$ cat src/rtl/ring_iq_pkg.sv
package ring_iq_pkg;
    localparam int VAL_W = 16;
    localparam int TAG_W = 16;

    typedef logic [VAL_W-1:0] val_t;
    typedef logic [TAG_W-1:0] tag_t;

    typedef struct packed {
        logic vld;
        logic sub;
        tag_t dst;
        tag_t src_a;
        tag_t src_b;
        logic pend;     // one operand still waiting on the left neighbour
        logic on_b;     // waiting/bypassed operand is b
        logic byp;      // operand value latched from the ring link
        val_t byp_val;
    } iq_entry_t;

    function automatic iq_entry_t apply_wake(iq_entry_t e, logic wv, tag_t wt, val_t wd);
        iq_entry_t r;
        r = e;
        if (e.vld && e.pend && wv && ((e.on_b ? e.src_b : e.src_a) == wt)) begin
            r.pend    = 1'b0;
            r.byp     = 1'b1;
            r.byp_val = wd;
        end
        return r;
    endfunction
endpackage

$ cat src/rtl/ring_iq_pick.sv
module ring_iq_pick #(
    parameter int N  = 8,
    parameter int IW = (N > 1) ? $clog2(N) : 1
) (
    input  logic          clk,
    input  logic          rst,
    input  logic [N-1:0]  ready,
    output logic [N-1:0]  grant,
    output logic          any,
    output logic [IW-1:0] idx
);
    logic [N:0] seen;
    assign seen[0] = 1'b0;

    for (genvar g = 0; g < N; g++) begin : g_chain
        assign grant[g]  = ready[g] & ~seen[g];
        assign seen[g+1] = seen[g] | ready[g];
    end

    assign any = seen[N];

    always_comb begin
        idx = '0;
        for (int i = 0; i < N; i++) begin
            if (grant[i]) idx = IW'(i);
        end
    end


    grant_onehot_chk: assert property (@(posedge clk) disable iff (rst) $onehot0(grant));

    grant_oldest_chk: assert property (@(posedge clk) disable iff (rst)
        any |-> ready[idx] && ((ready & ((N'(1) << idx) - N'(1))) == '0));
endmodule

$ cat src/rtl/ring_iq_bank.sv
module ring_iq_bank
    import ring_iq_pkg::*;
#(
    parameter int REGS = 16,
    parameter int BW   = $clog2(REGS)
) (
    input  logic          clk,
    input  logic          rst,
    input  logic          we,
    input  logic [BW-1:0] waddr,
    input  val_t          wdata,
    input  logic [BW-1:0] raddr_a,
    input  logic [BW-1:0] raddr_b,
    output val_t          rdata_a,
    output val_t          rdata_b
);
    val_t mem [REGS];

    always_ff @(posedge clk) begin
        if (rst) begin
            for (int i = 0; i < REGS; i++) mem[i] <= '0;
        end else if (we) begin
            mem[waddr] <= wdata;
        end
    end

    assign rdata_a = mem[raddr_a];
    assign rdata_b = mem[raddr_b];
endmodule

$ cat src/rtl/ring_iq_alu.sv
module ring_iq_alu
    import ring_iq_pkg::*;
(
    input  logic sub,
    input  val_t a,
    input  val_t b,
    output val_t y
);
    assign y = sub ? (a - b) : (a + b);
endmodule

$ cat src/rtl/ring_issue_column.sv
module ring_issue_column
    import ring_iq_pkg::*;
#(
    parameter int DEPTH = 8,
    parameter int REGS  = 16
) (
    input  logic        clk,
    input  logic        rst,
    input  logic        ins_valid,
    input  logic        ins_sub,
    input  logic [15:0] ins_dst,
    input  logic [15:0] ins_src_a,
    input  logic [15:0] ins_src_b,
    input  logic        ins_pend,
    input  logic        ins_pend_b,
    input  logic        left_valid,
    input  logic [15:0] left_tag,
    input  logic [15:0] left_data,
    output logic        full,
    output logic        iss_valid,
    output logic        iss_sub,
    output logic [15:0] iss_dst,
    output logic [15:0] iss_opa,
    output logic [15:0] iss_opb,
    output logic        res_valid,
    output logic [15:0] res_tag,
    output logic [15:0] res_data
);
    localparam int CW = $clog2(DEPTH + 1);
    localparam int IW = (DEPTH > 1) ? $clog2(DEPTH) : 1;
    localparam int BW = $clog2(REGS);

    iq_entry_t win_q [DEPTH];
    iq_entry_t upd   [DEPTH];
    iq_entry_t win_d [DEPTH];
    logic [CW-1:0] count_q, count_d, slot;

    logic [DEPTH-1:0] ready, grant;
    logic             fire;
    logic [IW-1:0]    sel_idx;
    iq_entry_t        ne;
    logic             accept;
    val_t             rd_a, rd_b, opa, opb, alu_y;

    assign full   = (count_q == CW'(DEPTH));
    assign accept = ins_valid & ~full;

    for (genvar g = 0; g < DEPTH; g++) begin : g_ready
        assign ready[g] = win_q[g].vld & ~win_q[g].pend;
    end

    ring_iq_pick #(.N(DEPTH), .IW(IW)) u_pick (
        .clk(clk), .rst(rst), .ready(ready), .grant(grant), .any(fire), .idx(sel_idx)
    );

    ring_iq_bank #(.REGS(REGS), .BW(BW)) u_bank (
        .clk(clk), .rst(rst),
        .we(fire), .waddr(win_q[sel_idx].dst[BW-1:0]), .wdata(alu_y),
        .raddr_a(win_q[sel_idx].src_a[BW-1:0]), .raddr_b(win_q[sel_idx].src_b[BW-1:0]),
        .rdata_a(rd_a), .rdata_b(rd_b)
    );

    // Ring bypass value overrides the bank read for the latched operand.
    assign opa = (win_q[sel_idx].byp && !win_q[sel_idx].on_b) ? win_q[sel_idx].byp_val : rd_a;
    assign opb = (win_q[sel_idx].byp &&  win_q[sel_idx].on_b) ? win_q[sel_idx].byp_val : rd_b;

    ring_iq_alu u_alu (.sub(win_q[sel_idx].sub), .a(opa), .b(opb), .y(alu_y));

    always_comb begin
        ne         = '0;
        ne.vld     = 1'b1;
        ne.sub     = ins_sub;
        ne.dst     = ins_dst;
        ne.src_a   = ins_src_a;
        ne.src_b   = ins_src_b;
        ne.pend    = ins_pend;
        ne.on_b    = ins_pend_b;
        ne         = apply_wake(ne, left_valid, left_tag, left_data);

        for (int i = 0; i < DEPTH; i++)
            upd[i] = apply_wake(win_q[i], left_valid, left_tag, left_data);

        // Collapse the issued slot so index order stays age order.
        for (int i = 0; i < DEPTH - 1; i++)
            win_d[i] = (fire && (i >= int'(sel_idx))) ? upd[i+1] : upd[i];
        win_d[DEPTH-1] = fire ? '0 : upd[DEPTH-1];

        slot = count_q - CW'(fire);
        if (accept) begin
            for (int i = 0; i < DEPTH; i++)
                if (CW'(i) == slot) win_d[i] = ne;
        end
        count_d = slot + CW'(accept);
    end

    always_ff @(posedge clk) begin
        if (rst) begin
            for (int i = 0; i < DEPTH; i++) win_q[i] <= '0;
            count_q   <= '0;
            iss_valid <= 1'b0;
            iss_sub   <= 1'b0;
            iss_dst   <= '0;
            iss_opa   <= '0;
            iss_opb   <= '0;
            res_valid <= 1'b0;
            res_tag   <= '0;
            res_data  <= '0;
        end else begin
            for (int i = 0; i < DEPTH; i++) win_q[i] <= win_d[i];
            count_q   <= count_d;
            iss_valid <= fire;
            res_valid <= fire;
            if (fire) begin
                iss_sub  <= win_q[sel_idx].sub;
                iss_dst  <= win_q[sel_idx].dst;
                iss_opa  <= opa;
                iss_opb  <= opb;
                res_tag  <= win_q[sel_idx].dst;
                res_data <= alu_y;
            end
        end
    end


    count_bound_chk: assert property (@(posedge clk) disable iff (rst) count_q <= CW'(DEPTH));

    full_no_grow_chk: assert property (@(posedge clk) disable iff (rst) full |=> count_q <= $past(count_q));

    issue_not_waiting_chk: assert property (@(posedge clk) disable iff (rst)
        fire |-> win_q[sel_idx].vld && !win_q[sel_idx].pend);

    result_arith_chk: assert property (@(posedge clk) disable iff (rst)
        res_valid |-> (iss_sub ? (VAL_W'(res_data + iss_opb) == iss_opa)
                               : (res_data == VAL_W'(iss_opa + iss_opb))));

    result_tag_chk: assert property (@(posedge clk) disable iff (rst)
        res_valid |-> iss_valid && (res_tag == iss_dst));
endmodule

$ cat config.mk
export PLATFORM = sky130hd
export DESIGN_NAME = ring_issue_column
export DESIGN_NICKNAME = d
export VERILOG_FILES = /design/src/rtl/ring_iq_pkg.sv /design/src/rtl/ring_iq_pick.sv /design/src/rtl/ring_iq_bank.sv /design/src/rtl/ring_iq_alu.sv /design/src/rtl/ring_issue_column.sv
export SDC_FILE = /design/constraint.sdc
export NUM_CORES = 2
export LEC_CHECK = 0
export ABC_AREA = 1
export BUFFER_PORTS_ARGS = -buffer_cell sky130_fd_sc_hd__buf_2
export CORE_ASPECT_RATIO = 0.9
export CORE_MARGIN = 2
export CORE_UTILIZATION = 45
export DETAILED_ROUTE_END_ITERATION = 8
export SLEW_MARGIN = 20
export SYNTH_ARGS = -nofsm -noshare
export SYNTH_HDL_FRONTEND = slang
export SYNTH_SLANG_ARGS = --single-unit
$ cat constraint.sdc
create_clock -name clk -period 6.6 [get_ports clk]
set_clock_uncertainty 0.15 [all_clocks]
set_input_delay 0.99 -clock clk [delete_from_list [all_inputs] [get_ports clk]]
set_output_delay 0.99 -clock clk [all_outputs]
set_load 0.1 [all_outputs]
# Word-level counts from Yosys, hierarchy flattened
# Memories as Yosys holds them, arrays and structs flattened.
# Index checks and enable logic that the tools add are counted.
dict set report totals {
  in_bits 87
  word_cells 193
  latch_bits 0
  n_memories 2
  ramBits 808
  rom_bits 0
  output_inout_bits 84
  register_bits 70
}
# memory words width read_ports rd_clocked_by_memory_dff write_ports line_no
set memory_table {}
lappend memory_table {win_q 8 69 9 0 8 ring_issue_column.sv:33} ;# iq_entry_t win_q [DEPTH];
lappend memory_table {u_bank.mem 16 16 2 0 16 ring_iq_bank.sv:17} ;# val_t mem [REGS];
dict set report op_classes {
  add_sub_neg 4
  div 0
  n_mux 71
  order_cmp 7
  n_eq_ne 17
  n_bitwise 47
  n_shift 0
  multipliers 0
  reduce_logical 38
}
# op count
set ops {}
lappend ops {{two-way mux 69 bit} 24}
lappend ops {{two-way mux 552 bit} 1}
lappend ops {{two-way mux 16 bit} 13}
lappend ops {{two-way mux 17 bit} 9}
lappend ops {{== test 16 bit} 9}
lappend ops {{logical AND 1 bit} 35}
lappend ops {{two-way mux 3 bit} 6}
lappend ops {{two-way mux 1 bit} 17}
lappend ops {{adder 16 bit} 1}
lappend ops {{bitwise AND 1 bit} 16}
lappend ops {{== test 3 x 4 -> 1 bit, first input constant} 4}
lappend ops {{NOT 1 bit} 16}
lappend ops {{OR reduction 16 bit} 1}
lappend ops {{subtractor 16 bit} 1}
lappend ops {{bitwise OR 1 bit} 15}
lappend ops {{greater-or-equal comparator 3 bit, first input constant} 3}
lappend ops {{== test 2 x 4 -> 1 bit, first input constant} 2}
lappend ops {{greater-or-equal comparator 1 x 3 -> 1 bit, first input constant} 2}
lappend ops {{greater-or-equal comparator 2 x 3 -> 1 bit, first input constant} 2}
lappend ops {{adder 4 x 1 -> 4 bit} 1}
lappend ops {{== test 1 x 4 -> 1 bit, first input constant} 1}
lappend ops {{== test 4 bit, second input constant} 1}
lappend ops {{zero test 4 bit} 1}
lappend ops {{two-way mux 4 bit} 1}
lappend ops {{other kinds (2)} 2}

# Depth between registers and ports, before layout
# An unclocked memory read counts as a cell.
dict set report depth {
  word_depth 19
  depth_mapped 51
  depth_no_buf 48
}

# By module
# From an unflattened synthesis, not the netlist that was laid out.
dict set report hier_totals {
  cells_unflattened 8104
  hier_area_um2 53193.5
}
# module area_per_inst_um2 n_inst seq_area_each_um2 cells_each
set modules_own_cells {}
lappend modules_own_cells {ring_issue_column 36720.2 1 12451.9 5840}
lappend modules_own_cells {ring_iq_bank 14899.3 1 7687.4 1966}
lappend modules_own_cells {ring_iq_alu 1403.8 1 0.0 266}
lappend modules_own_cells {ring_iq_pick 170.2 1 0.0 32}

# Worst setup path after synthesis
# No wires, ideal clock.
dict set report synth_path {
  path_type {flip-flop to flip-flop}
  start {memory win_q[0][18] (netlist name)}
  end {memory u_bank.mem[0][14] (netlist name), data pin}
  n_path_buf 6
  setup_ns 0.265
  slack_ns 0.748
  arrival_time_ns 5.437
  synth_period_minus_slack_ns 5.852
  required_time_ns 6.185
  path_stages_with_launch 39
  path_cell_list {dfxtp_1 > inv_2 > nand2_4 > nand2_4 > nor2_8 > nand4_4 > o21ai_2 > buf_4 > buf_2 > nand2_1 > nand3_1 > nand2_1 > nor2_1 > buf_2 > buf_2 > buf_2 > nor2_1 > nor3_1 > [3 not listed] > o21ai_0 > ha_1 > inv_1 > fa_1 > a31oi_1 > o21ai_0 > nand3_1 > nand2_1 > nand3_1 > nand2_1 > a21oi_1 > o21bai_1 > a21oi_1 > nor2_1 > nor2_1 > xor2_1 > clkbuf_1 > nor2_1}
}
# element line_no
set synth_rtl {}
lappend synth_rtl {{start: declaration} ring_issue_column.sv:33}
lappend synth_rtl {{end: declaration} ring_iq_bank.sv:17}

==> metrics.txt <==
complex-gate fraction of the synthesized area=24.5%; cell area after synthesis=0.0490 mm2; vias in the first global route=45.6k; Max Fclk=0.159 GHz; Seq/Total Area, Yosys=41.1%; mux cell area share after synthesis=0.960%; relative slew slack=19.4%; Final min period=6270 ps; Min-Delay Path Class=flip-flop to flip-flop; CP Max Fanout=27; Port Buffers=170; largest family of logic cells by synthesized area=compound AO/OA/AOI/OAI gates; H-tree Lvls=3; number of enable flip-flop cells after synthesis=256; nets@finish=7087; vias post-DR=50.5k; Least-Margin Pin Slew=1210 ps; Synth Instances=7018; first-pass GRT wire length=298 mm; CTS Sinks=878; # DRC=0; CTS root buf=clkbuf_16; critical path arrival=6560 ps; Synth async-reset ratio=0%; die span in y=317 um; core area=0.108 mm2; drt pass-1 iters=6; routed len/inst=24.0 um; post-layout util=51.4%; final setup margin=329 ps; vias per std cell=5.93; Mapped Nets=7126; Setup CP Type=flip-flop to flip-flop; Buf+Inv Stages, Crit Path=8; Overall Global Routing Usage=35.1%; xor/xnor share of the synthesized area=1.64%; largest net degree at the start of global routing=116; CP required=6890 ps; Crit-path slowest cell=buf_4; crit-path most repeated cell=nand2_1; CTS tree=built; share of cells above drive strength 1=9.83%; startpoint types=flip-flop; latest clock arrival within the worst-skew pair=720 ps; post-placement setup slack=-6.34 ps; Max Slew Vio Count=0; ANT nets after route=0; status=completed; worst r2r src=win_q[3][18]$_SDFF_PP0_; Hold Vio Cnt, Final=0; final setup violation count=0; final wirelength=204 mm; Seq cells post-synth=878; grt ovf=0; initial drt markers=6264; filler cell count in the final layout=10.8k; Yosys warning total=0; Max-cap violations=0; crit share post-route=95.0%; clock buffer depth=3; Synth Area in Simple Gates=20.5%; CP max stage delay=430 ps; Num CTS Buffers=100; synthesized area per cell=6.99 um2; Top delay family on crit path=simple AND/OR/NAND/NOR gates; most common cell after layout, fill and taps aside=nand2_1; most frequent cells in the layout=1578 x nand2_1, 1141 x o21ai_0, 759 x inv_1; Die Wd=352 um; area grow syn2layout=13.0%; initial antenna violation count=10; Die ar.=0.112 mm2; HPWL after detailed placement=129 mm; Worst Setup SP=win_q[3][18]$_SDFF_PP0_; worst hold path startpoint=res_data[15]$_SDFFE_PP0N_; Main synth FF type=dfxtp_1; Core Rows=114; IO Count=171; synth unique cells=57; clock-pin transition on the worst setup and hold timing paths=60 ps; Initial Utilization=45.5%; global placer's final weighted congestion=0.991; Worst Setup End Kind=flip-flop; post-synthesis adder-cell area fraction=0.551%
-- flip-flops by register name, summed over array words and instances, names as in the netlist --
name        cells
win_q         552
u_bank.mem    256
iss_opa        16
iss_opb        16
res_data       16
res_tag        16
count_q         4
iss_sub         1
res_valid       1
-- cell type report --
cell class	count	area, um2	share of cell area [%]
Tap cell	1450	1810	3.27
Timing Repair Buffer	415	3210	5.80
Multi-Input combinational cell	4794	23900	43.1
Clock inverter	46	497	0.897
Inverter	790	3000	5.41
Sequential cell	878	20100	36.4
Clock buffer	138	2830	5.10
Antenna cell	5	12.5	0.0226
-- stage by stage --
stage	cell area (um2)	instances	setup TNS [ps]	hold WS (ps)
floorplan	49000	7018	0	303
global placement	51400	8290	0	287
global route	55400	8513	-584	307
CTS	54800	8475	0	301
detailed placement	51400	8290	-8.04	288
finish	55400	8516	0	301
-- cells by family after synthesis --
kind of cell               count (synthesis)
muxes                                     47
buffers and inverters                   1347
AOI/OAI and AO/OA                       2162
DFF                                      878
xor gates and xnor gates                  92
adders and majority gates                 21
and+or+nand+nor                         2471
-- cell usage after synthesis (3+ instances only) --
cell | count | area share [%]
edfxtp_1 | 256 | 16
a311oi_1 | 20 | 0.36
a221o_1 | 3 | 0.061
xor2_1 | 77 | 1.4
o221ai_1 | 9 | 0.16
a22o_1 | 16 | 0.29
a21oi_1 | 574 | 5.9
or2_2 | 11 | 0.14
nand2_2 | 4 | 0.051
o21a_1 | 28 | 0.43
nor2_2 | 18 | 0.23
nand4_1 | 42 | 0.54
nor4_1 | 12 | 0.15
o211ai_1 | 38 | 0.58
a211o_1 | 5 | 0.089
a22oi_1 | 10 | 0.15
buf_4 | 35 | 0.54
a31oi_1 | 58 | 0.74
mux2i_1 | 47 | 0.96
buf_6 | 4 | 0.092
o32ai_1 | 16 | 0.29
inv_1 | 767 | 5.9
buf_2 | 66 | 0.67
o21bai_1 | 5 | 0.077
inv_2 | 17 | 0.13
o21ai_1 | 6 | 0.061
dfxtp_1 | 622 | 25
buf_1 | 41 | 0.31
o21ai_0 | 1142 | 12
nand4_2 | 4 | 0.10
o22ai_1 | 62 | 0.79
ha_1 | 20 | 0.51
or2_1 | 3 | 0.038
a211oi_1 | 58 | 0.89
clkbuf_1 | 411 | 3.1
nand2_1 | 1589 | 12
nor3_1 | 19 | 0.19
nand3_1 | 317 | 3.2
or4_1 | 3 | 0.046
clkinv_1 | 6 | 0.046
nor2_1 | 442 | 3.4
xnor2_1 | 15 | 0.27
a221oi_1 | 103 | 1.8
-- tightest hold or removal path, cell delays in order (launching register included) --
cell	delay (ps)
dfxtp_1	310
nand2_1	60
nand2_1	40
-- layer usage --
metal  routed length (um)  GRT usage (%)  share of wire, %
met2                85500           52.6                42
met1                88400           50.2                43
met4                 7550           11.9               3.7
met5                   52              0             0.025
met3                22700           7.40                11
-- path summary, 6_finish.rpt --
check / endpoint / slack (ps) / depth (start not counted)
setup reg to reg: u_bank.mem[12][15]$_SDFFCE_PN0P_ / 330 / 38
hold reg to reg: res_data[15]$_SDFFE_PP0N_ / 300 / 2
hold / removal: res_data[15]$_SDFFE_PP0N_ / 300 / 2
setup / recovery: u_bank.mem[12][15]$_SDFFCE_PN0P_ / 330 / 38
-- timing repair --
item	in CTS	in global routing
endpoints found under the setup margin	28	135
gates resized for setup	0	48
pin swaps	1	16
gates cloned	1	6
hold buffers	0	0
setup buffers	0	30
Power is left out: the tool's default activity adds up to more than one toggle a clock period on the data nets, which glitch-free logic cannot reach.
